File: src/rtl/twi_master.sv
module twi_master #(
  parameter int AW = 4
) (
  input  logic          clk,
  input  logic          rst_n,
  input  logic          tick,
  input  logic          wr_en,
  input  logic          rd_en,
  input  logic [AW-1:0] addr,
  input  logic [31:0]   wdata,
  output logic [31:0]   rdata,
  output logic          irq,
  output logic          scl_o,
  output logic          sda_o,
  input  logic          sda_i
);
  localparam logic [AW-1:0] A_CTRL = 0, A_MODE = 1, A_IADR = 2, A_STAT = 3,
                            A_IEN = 4, A_IDIS = 5, A_IMSK = 6, A_RHR = 7, A_THR = 8;
  localparam logic [8:0] FLAGS = 9'h1C7;

  typedef enum logic [2:0] {IDLE, STA, BITS, STO, RSTA} st_t;
  typedef enum logic [2:0] {B_ADDR, B_IADR, B_RADDR, B_TXD, B_RXD} step_t;

  st_t         state;
  step_t       step;
  logic [1:0]  ph;
  logic [3:0]  bitn;
  logic [7:0]  sh, thr, rhr;
  logic [6:0]  dev;
  logic        mread;
  logic [1:0]  iadr_n, iadr_left;
  logic [23:0] iadr_r;
  logic [8:0]  mask;
  logic        msen, stop_req, quick, rx_last;
  logic        thr_full, rxrdy, ovre, unre, nack;

  wire ctl_wr   = wr_en && addr == A_CTRL;
  wire swrst    = ctl_wr && wdata[7];
  wire stop_now = stop_req || (ctl_wr && wdata[1]);
  wire thr_wr   = wr_en && addr == A_THR;
  wire stat_rd  = rd_en && addr == A_STAT;
  wire rhr_rd   = rd_en && addr == A_RHR;
  wire txcomp   = state == IDLE && !thr_full;
  wire [8:0] status = {nack, unre, ovre, 3'b000, !thr_full, rxrdy, txcomp};
  wire go = state == IDLE && msen &&
            ((ctl_wr && (wdata[0] || wdata[6])) || (thr_full && !mread));
  wire quick_now = ctl_wr && wdata[6];
  wire [7:0] iadr_byte = iadr_r[{iadr_left - 2'd1, 3'b000} +: 8];
  wire nxt_tx = step == B_TXD ||
                (step == B_ADDR && !quick && iadr_left == 0 && !mread) ||
                (step == B_IADR && iadr_left == 0 && !mread);
  wire unused_hi = ^wdata[31:24];

  assign irq = |(status & mask);

  always_comb begin
    rdata = '0;
    case (addr)
      A_MODE:  rdata = {9'b0, dev, 3'b0, mread, 2'b0, iadr_n, 8'b0};
      A_IADR:  rdata = {8'b0, iadr_r};
      A_STAT:  rdata = {23'b0, status};
      A_IMSK:  rdata = {23'b0, mask};
      A_RHR:   rdata = {24'b0, rhr};
      default: rdata = '0;
    endcase
  end

  always_ff @(posedge clk) begin
    if (!rst_n || swrst) begin
      state <= IDLE; step <= B_ADDR; ph <= '0; bitn <= '0;
      sh <= '0; thr <= '0; rhr <= '0; dev <= '0; mread <= 1'b0;
      iadr_n <= '0; iadr_left <= '0; iadr_r <= '0; mask <= '0;
      msen <= 1'b0; stop_req <= 1'b0; quick <= 1'b0; rx_last <= 1'b0;
      thr_full <= 1'b0; rxrdy <= 1'b0; ovre <= 1'b0; unre <= 1'b0; nack <= 1'b0;
      scl_o <= 1'b1; sda_o <= 1'b1;
    end else begin
      if (ctl_wr && wdata[2]) msen <= 1'b1;
      if (ctl_wr && wdata[1]) stop_req <= 1'b1;
      if (wr_en && addr == A_MODE) begin
        dev <= wdata[22:16]; mread <= wdata[12]; iadr_n <= wdata[9:8];
      end
      if (wr_en && addr == A_IADR) iadr_r <= wdata[23:0];
      if (wr_en && addr == A_IEN)  mask <= mask | (wdata[8:0] & FLAGS);
      if (wr_en && addr == A_IDIS) mask <= mask & ~wdata[8:0];
      if (thr_wr) begin thr <= wdata[7:0]; thr_full <= 1'b1; end
      if (stat_rd) begin ovre <= 1'b0; unre <= 1'b0; nack <= 1'b0; end
      if (rhr_rd) rxrdy <= 1'b0;

      if (go) begin
        state <= STA; ph <= '0; step <= B_ADDR;
        quick <= quick_now;
        stop_req <= ctl_wr && wdata[1];
        iadr_left <= iadr_n;
        sh <= {dev, mread && (iadr_n == 0 || quick_now)};
      end else if (tick) begin
        case (state)
          STA: if (ph == 0) begin sda_o <= 1'b0; ph <= 2'd1; end
               else begin scl_o <= 1'b0; state <= BITS; ph <= '0; bitn <= '0; end
          BITS: if (ph == 0) begin
            scl_o <= 1'b0; ph <= 2'd1;
            if (bitn == 4'd8) begin
              if (step == B_RXD) begin sda_o <= stop_now; rx_last <= stop_now; end
              else sda_o <= 1'b1;
            end else sda_o <= (step == B_RXD) ? 1'b1 : sh[7];
          end else begin
            scl_o <= 1'b1; ph <= '0;
            if (bitn != 4'd8) begin
              sh <= {sh[6:0], sda_i}; bitn <= bitn + 4'd1;
            end else begin
              bitn <= '0;
              if (step == B_RXD) begin
                rhr <= sh;
                if (rxrdy && !rhr_rd) ovre <= 1'b1;
                rxrdy <= 1'b1;
                if (rx_last) state <= STO;
              end else if (sda_i) begin
                nack <= 1'b1; thr_full <= 1'b0; state <= STO;
              end else if (nxt_tx) begin
                if (thr_full) begin sh <= thr; thr_full <= 1'b0; step <= B_TXD; end
                else begin
                  if (!stop_now) unre <= 1'b1;
                  state <= STO;
                end
              end else begin
                case (step)
                  B_ADDR, B_IADR:
                    if (step == B_ADDR && quick) state <= STO;
                    else if (iadr_left != 0) begin
                      step <= B_IADR; sh <= iadr_byte; iadr_left <= iadr_left - 2'd1;
                    end else if (step == B_ADDR) step <= B_RXD;
                    else begin state <= RSTA; step <= B_RADDR; sh <= {dev, 1'b1}; end
                  default: step <= B_RXD;
                endcase
              end
            end
          end
          STO: case (ph)
            2'd0: begin scl_o <= 1'b0; sda_o <= 1'b0; ph <= 2'd1; end
            2'd1: begin scl_o <= 1'b1; ph <= 2'd2; end
            default: begin sda_o <= 1'b1; state <= IDLE; stop_req <= 1'b0; ph <= '0; end
          endcase
          RSTA: case (ph)
            2'd0: begin scl_o <= 1'b0; sda_o <= 1'b1; ph <= 2'd1; end
            2'd1: begin scl_o <= 1'b1; ph <= 2'd2; end
            2'd2: begin sda_o <= 1'b0; ph <= 2'd3; end
            default: begin scl_o <= 1'b0; state <= BITS; ph <= '0; bitn <= '0; end
          endcase
          default: ;
        endcase
      end
    end
  end

  p_idle_lines_r1: assert property (@(posedge clk) disable iff (!rst_n)
    state == IDLE |-> scl_o && sda_o);
  p_sda_stable_r2: assert property (@(posedge clk) disable iff (!rst_n)
    (state == BITS && $past(state) == BITS && scl_o && $past(scl_o)) |-> $stable(sda_o));
  p_nack_stop_r8: assert property (@(posedge clk) disable iff (!rst_n)
    $rose(nack) |-> state == STO);
  p_ovre_rx_r9: assert property (@(posedge clk) disable iff (!rst_n)
    $rose(ovre) |-> rxrdy);
  p_unre_stop_r10: assert property (@(posedge clk) disable iff (!rst_n)
    $rose(unre) |-> state == STO && !thr_full);
  p_mask_set_r11: assert property (@(posedge clk) disable iff (!rst_n)
    (wr_en && addr == A_IEN) |=> ((mask & $past(wdata[8:0] & FLAGS)) == $past(wdata[8:0] & FLAGS)));
  p_comp_high_r13: assert property (@(posedge clk) disable iff (!rst_n)
    txcomp |-> scl_o && sda_o);
endmodule

File: config.mk
export PLATFORM = sky130hd
export DESIGN_NAME = twi_master
export DESIGN_NICKNAME = d
export VERILOG_FILES = /design/src/rtl/twi_master.sv
export SDC_FILE = /design/constraint.sdc
export NUM_CORES = 1
export LEC_CHECK = 0
export BUFFER_PORTS_ARGS = -buffer_cell sky130_fd_sc_hd__buf_2
export CAP_MARGIN = 20
export CORE_MARGIN = 2
export CORE_UTILIZATION = 25
export CTS_CLUSTER_DIAMETER = 80
export CTS_CLUSTER_SIZE = 30
export DETAILED_ROUTE_END_ITERATION = 16
export GPL_TIMING_DRIVEN = 0
export PLACE_DENSITY = 0.41
export SLEW_MARGIN = 10
export SYNTH_ARGS = -nofsm -noshare
export SYNTH_HDL_FRONTEND = slang
export SYNTH_SLANG_ARGS = --single-unit
File: constraint.sdc
create_clock -name clk -period 3.1 [get_ports clk]
set_clock_uncertainty 0.1 [all_clocks]
set_input_delay 0.31 -clock clk [delete_from_list [all_inputs] [get_ports clk]]
set_output_delay 0.31 -clock clk [all_outputs]
set_load 0.005 [all_outputs]
Word-level counts from Yosys, hierarchy flattened
Index checks and enable logic that the tools add are counted.
{"block": "totals", "regBits": 92, "latchBits": 0, "ram_bits": 0, "mem_bits_ro": 0, "inputBits": 42, "out_inout_bits": 35, "wordCells": 287, "mem_count": 0}
{"block": "op_classes", "n_addsub": 2, "n_mul": 0, "div": 0, "magnitude_cmp": 0, "n_eq_ne": 58, "shift": 1, "muxes": 121, "bitwise_logic": 9, "n_reduce_logical": 71}
{"operator": "one-hot mux 24 bit (5 select lines)", "count": 1}
{"operator": "2-to-1 mux 8 bit", "count": 13}
{"operator": "2-to-1 mux 3 bit", "count": 20}
{"operator": "2-to-1 mux 1 bit", "count": 59}
{"operator": "!= test 2 bit, second input constant", "count": 15}
{"operator": "!= test 3 bit, second input constant", "count": 9}
{"operator": "logical AND 1 bit", "count": 25}
{"operator": "!= test 6 bit, second input constant", "count": 4}
{"operator": "AND reduction 12 bit", "count": 2}
{"operator": "AND reduction 6 bit", "count": 4}
{"operator": "variable part select 24 x 6 -> 8 bit", "count": 1}
{"operator": "2-to-1 mux 2 bit", "count": 11}
{"operator": "AND 9 bit", "count": 2}
{"operator": "2-to-1 mux 9 bit", "count": 2}
{"operator": "== test 4 x 3 -> 1 bit, second input constant", "count": 4}
{"operator": "2-to-1 mux 4 bit", "count": 4}
{"operator": "!= test 7 bit, second input constant", "count": 2}
{"operator": "!= test 4 bit, second input constant", "count": 3}
{"operator": "one-hot mux 2 bit (3 select lines)", "count": 2}
{"operator": "one-hot mux 3 bit (4 select lines)", "count": 1}
{"operator": "one-hot mux 4 bit (3 select lines)", "count": 1}
{"operator": "nonzero test 2 bit", "count": 6}
{"operator": "!= test 5 bit, second input constant", "count": 2}
{"operator": "AND reduction 10 bit", "count": 1}
{"operator": "other kinds (36)", "count": 68}

Longest topological paths before layout
{"block": "logic_depth", "ltp_word": 14, "mapped_depth": 11, "ltp_nobuf": 8}

Least setup slack after synthesis
OpenSTA, ideal clock, no wires.
{"block": "synth_path", "kind": "flip-flop to flip-flop", "startpoint": "reg iadr_left[0]", "endpoint": "reg sh[2]", "setup_time_ns": 0.137, "t_arrival_ns": 2.209, "required_ns": 2.863, "path_slack_ns": 0.654, "path_stages_with_launch": 12, "n_path_buf": 3, "synth_period_minus_slack_ns": 2.446, "path_cell_list": "dfxtp_1 > clkbuf_1 > inv_1 > ha_1 > nor2b_1 > o221a_1 > buf_2 > a22o_1 > a31oi_4 > buf_2 > a211o_1 > a31oi_1"}
{"block": "synth_via", "elab_chain_len": 13, "elab_cells_between_ends": 26, "classes_between": "add/sub (1); eq/ne (3); shift (1); mux (11); reduce/logical (10)"}
{"item": "start, declared", "line": "31", "source": "logic [1:0] iadr_n, iadr_left;"}
{"item": "start signal, assigned", "line": "93", "source": "iadr_left <= iadr_n;"}
{"item": "subtractor 2 x 1 -> 2 bit / logical NOT 2 bit (equally long branches)", "line": "48, 50, 51"}
{"item": "variable part select 24 x 6 -> 8 bit / logical AND 1 bit (equally long branches)", "line": "48, 50"}
{"item": "2-to-1 mux 8 bit / logical AND 1 bit (equally long branches)", "line": "128, 50"}
{"item": "2-to-1 mux 8 bit / logical OR 1 bit (equally long branches)", "line": "127, 49"}
{"item": "2-to-1 mux 8 bit / logical OR 1 bit (equally long branches)", "line": "125, 50"}
{"item": "2-to-1 mux 8 bit", "line": "118", "source": "end else if (nxt_tx) begin"}
{"item": "2-to-1 mux 8 bit", "line": "116", "source": "end else if (sda_i) begin"}
{"item": "2-to-1 mux 8 bit", "line": "111", "source": "if (step == B_RXD) begin"}
{"item": "2-to-1 mux 8 bit", "line": "107", "source": "if (bitn != 4'd8) begin"}
{"item": "2-to-1 mux 8 bit", "line": "99", "source": "BITS: if (ph == 0) begin"}
{"item": "2-to-1 mux 8 bit", "line": "96", "source": "case (state)"}
{"item": "2-to-1 mux 8 bit", "line": "95", "source": "end else if (tick) begin"}
{"item": "2-to-1 mux 8 bit", "line": "89", "source": "if (go) begin"}
{"item": "end signal, assigned", "line": "94", "source": "sh <= {dev, mread && (iadr_n == 0 || quick_now)};"}
{"item": "end signal, assigned", "line": "108", "source": "sh <= {sh[6:0], sda_i}; bitn <= bitn + 4'd1;"}
{"item": "end, declared", "line": "28", "source": "logic [7:0] sh, thr, rhr;"}
Several ways; a longest one is shown, not always the timed one. The select of a mux whose other input is x is not followed.
A chain may end at the register's enable or synchronous reset.

Worst setup path in the final report
{"block": "layout_path", "startpoint": "reg iadr_left[0]", "endpoint": "reg sh[6]"}
The elaborated chain is that of the path after synthesis.

==> results.md <==
* GRT Util Overall at 18.4%
* First-pass GRT wire length at ~29000 um
* VDD IR-drop max at between 0.2 and 0.3 mV
* Fin crit share at 92.6%
* Layout area overhead at 19.0%
* Post-synthesis cell area at 0.00494 sq mm
* Cts hold-fix bufs at 0
* CTS Sinks at 92
* Worst setup margin at between 0.2 and 0.25 ns
* Largest net degree at the start of global routing at 16
* Routability congestion estimate at 0.848
* PortBufs at 60
* RSZ-0062 raised after global routing: false
* CTS tree: yes
* Post-Syn Area per Cell at 7.76 sq um
* Setup TNS at 0 ns
* Leakage Power at 0.00209 uW
* Root Buffer: clkbuf_16
* I/O pin count at 77
* Post-route minimum period at ~2.9 ns
* Highest clock rate at 0.348 GHz
* CTS Buf Count at 9
* DRT Wirelength at 18600 um
* YS warnings at 0
* Synth Register Bits at between 90 and 100
* Synth cell types at between 60 and 70
* Outcome: complete, no violations
* Worst-path fanout max at 10
* Worst setup SP type: register
* WL per Instance at 19.0 um
* Final hold violations at 0
* Clock transition at path regs at 0.07 ns
* Max-cap violations at 0
* Die Footprint at 0.0209 sq mm
* Power Density at 413 mW/mm^2
* Syn Inst Count at 637
* Number of diodes at 0
* DP Wirelength at 14300 um
* Setup WS pre-CTS at 0.152 ns
* Vert. Die Dim at 145 um
* Final ANT Viol Nets at 0
* Worst-Margin Slew at 0.914 ns
* Share of cells above drive strength 1 at 17.1%
* Post-synth EDFFs at 0
* Endpoint type of the worst setup path: register
* Ys flop type: dfxtp_1
* Initial antenna violation count at 0
* CTS resizes at 0
* Placement Cell Area at around 0.0056 sq mm
* Initial Utilization at 25.4%
* Worst Reg-to-Reg Cells at 10
* Initial DRC Count at 310
* Most common cell after layout, fill and taps aside: nand2_1
* Vias in the first global route at 4871
* # nets final at between 700 and 800
* Register area share after synthesis at 37.3%
* Max_slew headroom at 38.9%
* Via count at 5040
* Finished Cell Area at roughly 0.0059 sq mm
* CP arrival at 2.98 ns
* # setup viols final at 0
* Crit path required time at 3.21 ns
* Min-delay worst type: in2reg
* Clk_lat worst skew at about 0.35 ns
* First-pass DRT Iterations at 5
* Pins Over Slew Limit at 0
* H-tree Lvls at 3
* Hold path cells at 3
* Ys async rst share at 0%
* Worst setup path class: reg2reg
* DIE WIDTH at 145 um
* Core Box Area at 0.0195 sq mm
* Most frequent cells in the layout: 121 x nand2_1, 92 x dfxtp_1, 83 x a21oi_1
* # Post-CTS Setup Buffers at 0
* Tot Pwr at between 2000 and 2500 uW
* Post-DR vias/cell at 5.13
* Rows at 51
* GRT overflow at 0
* Longest Clk Path Bufs at 2
* DRC at 0
==> flip-flops by register name (all words and copies together) (netlist names), 2 cells and up, named ones only <==
register and flops:
rhr 8, ph 2, iadr_r 24, mask 3, sh 8, step 3
dev 7, iadr_left 2, iadr_n 2, state 3, bitn 4, thr 8
==> stage by stage <==
| stage | hold slack (ns) | cells | utilization, % |
|---|---|---|---|
| 4_1_cts | 0.0786 | 984 | 30.2 |
| 2_1_floorplan | 0.320 | 644 | - |
| 6_report | 0.0899 | 983 | 30.2 |
| 3_3_place_gp | 0.347 | 969 | 28.8 |
| 5_1_grt | 0.0878 | 983 | 30.2 |
| 3_5_place_dp | 0.351 | 969 | 28.8 |
==> where the power goes <==
| group | leakage, uW | switching (uW) | internal, uW | total [uW] |
|---|---|---|---|---|
| clock network | 0.000131 | 509 | 565 | 1070 |
| logic | 0.00121 | 106 | 49.4 | 155 |
| registers | 0.000742 | 11.5 | 1190 | 1200 |
| total | 0.00209 | 626 | 1800 | 2430 |
==> final timing paths <==
path | to | from | slack, ns
worst max-delay path | sh[6] | iadr_left[0] | 0.23
worst min-delay path | iadr_r[23] | wdata[23] | 0.09
worst max register to register | sh[6] | iadr_left[0] | 0.23
worst min register to register | rhr[2] | rhr[2] | 0.36
==> critical path, cell delays in order (launching register included) <==
cell and delay (ns):
dfxtp_1 0.55, inv_1 0.15, ha_1 0.31, nor2b_1 0.19
o221a_1 0.25, buf_2 0.18, a22o_1 0.23, a31oi_4 0.27
buf_2 0.28, a211o_1 0.13, a31oi_1 0.08
==> layout make-up <==
class	instances	area, sq um
multi-input combinational	487	2840
timing repair buffer	60	300
sequential	92	1840
fill	2147	13600
tap	265	332
clock inverter	5	37.5
inverter	19	71.3
buffer	45	225
clock buffer	10	239
==> cell usage after synthesis, types with 2 or more instances <==
cell	number	area [sq um]
nand2_1	121	454
dfxtp_1	92	1840
a21oi_1	83	415
nor2_1	43	161
nand3_1	31	155
clkbuf_1	21	78.8
inv_1	17	63.8
nor3_1	16	80.1
buf_2	15	75.1
o21ai_0	15	75.1
a22o_1	13	114
a22oi_1	12	90.1
a31oi_1	10	62.6
buf_4	10	75.1
a211o_1	9	78.8
o21ai_1	9	45.0
a221oi_1	8	70.1
a311oi_1	8	70.1
ha_1	8	100
and2_1	7	43.8
mux2_2	7	78.8
mux2i_1	7	70.1
nor2b_1	6	37.5
a211oi_1	4	30.0
a222oi_1	4	40.0
nand2b_1	4	25.0
o22ai_1	4	25.0
a221o_1	3	30.0
and3_1	3	18.8
a2111oi_0	2	17.5
a311oi_2	2	30.0
nand3b_1	2	15.0
nor3b_2	2	25.0
o211ai_1	2	15.0
o21bai_1	2	15.0
o31a_1	2	17.5
xnor2_1	2	17.5
==> layer usage <==
layer  up-vias  GRT usage, %  wire length (um)
met1      2428          23.7              8500
met2       151          31.1              8880
li1       2444             -                 -
met5         -             0                 0
met4         0          5.11               367
met3        17          3.87               903
==> kinds of logic (layout without fill, tap and decap cells) <==
group	count (synthesis)	count (layout)	synth area share, %
AND/OR/NAND/NOR	250	250	23.5
AO/OA/AOI/OAI	205	205	27.7
flip-flops	92	92	37.3
buffers and inverters	65	139	6.07
multiplexers	14	14	3.01
adder cells (fa/ha/maj)	8	8	2.02
XOR/XNOR	2	2	0.354
other	1	8	0.0759
Note: power is estimated with default switching activity, not from simulation.
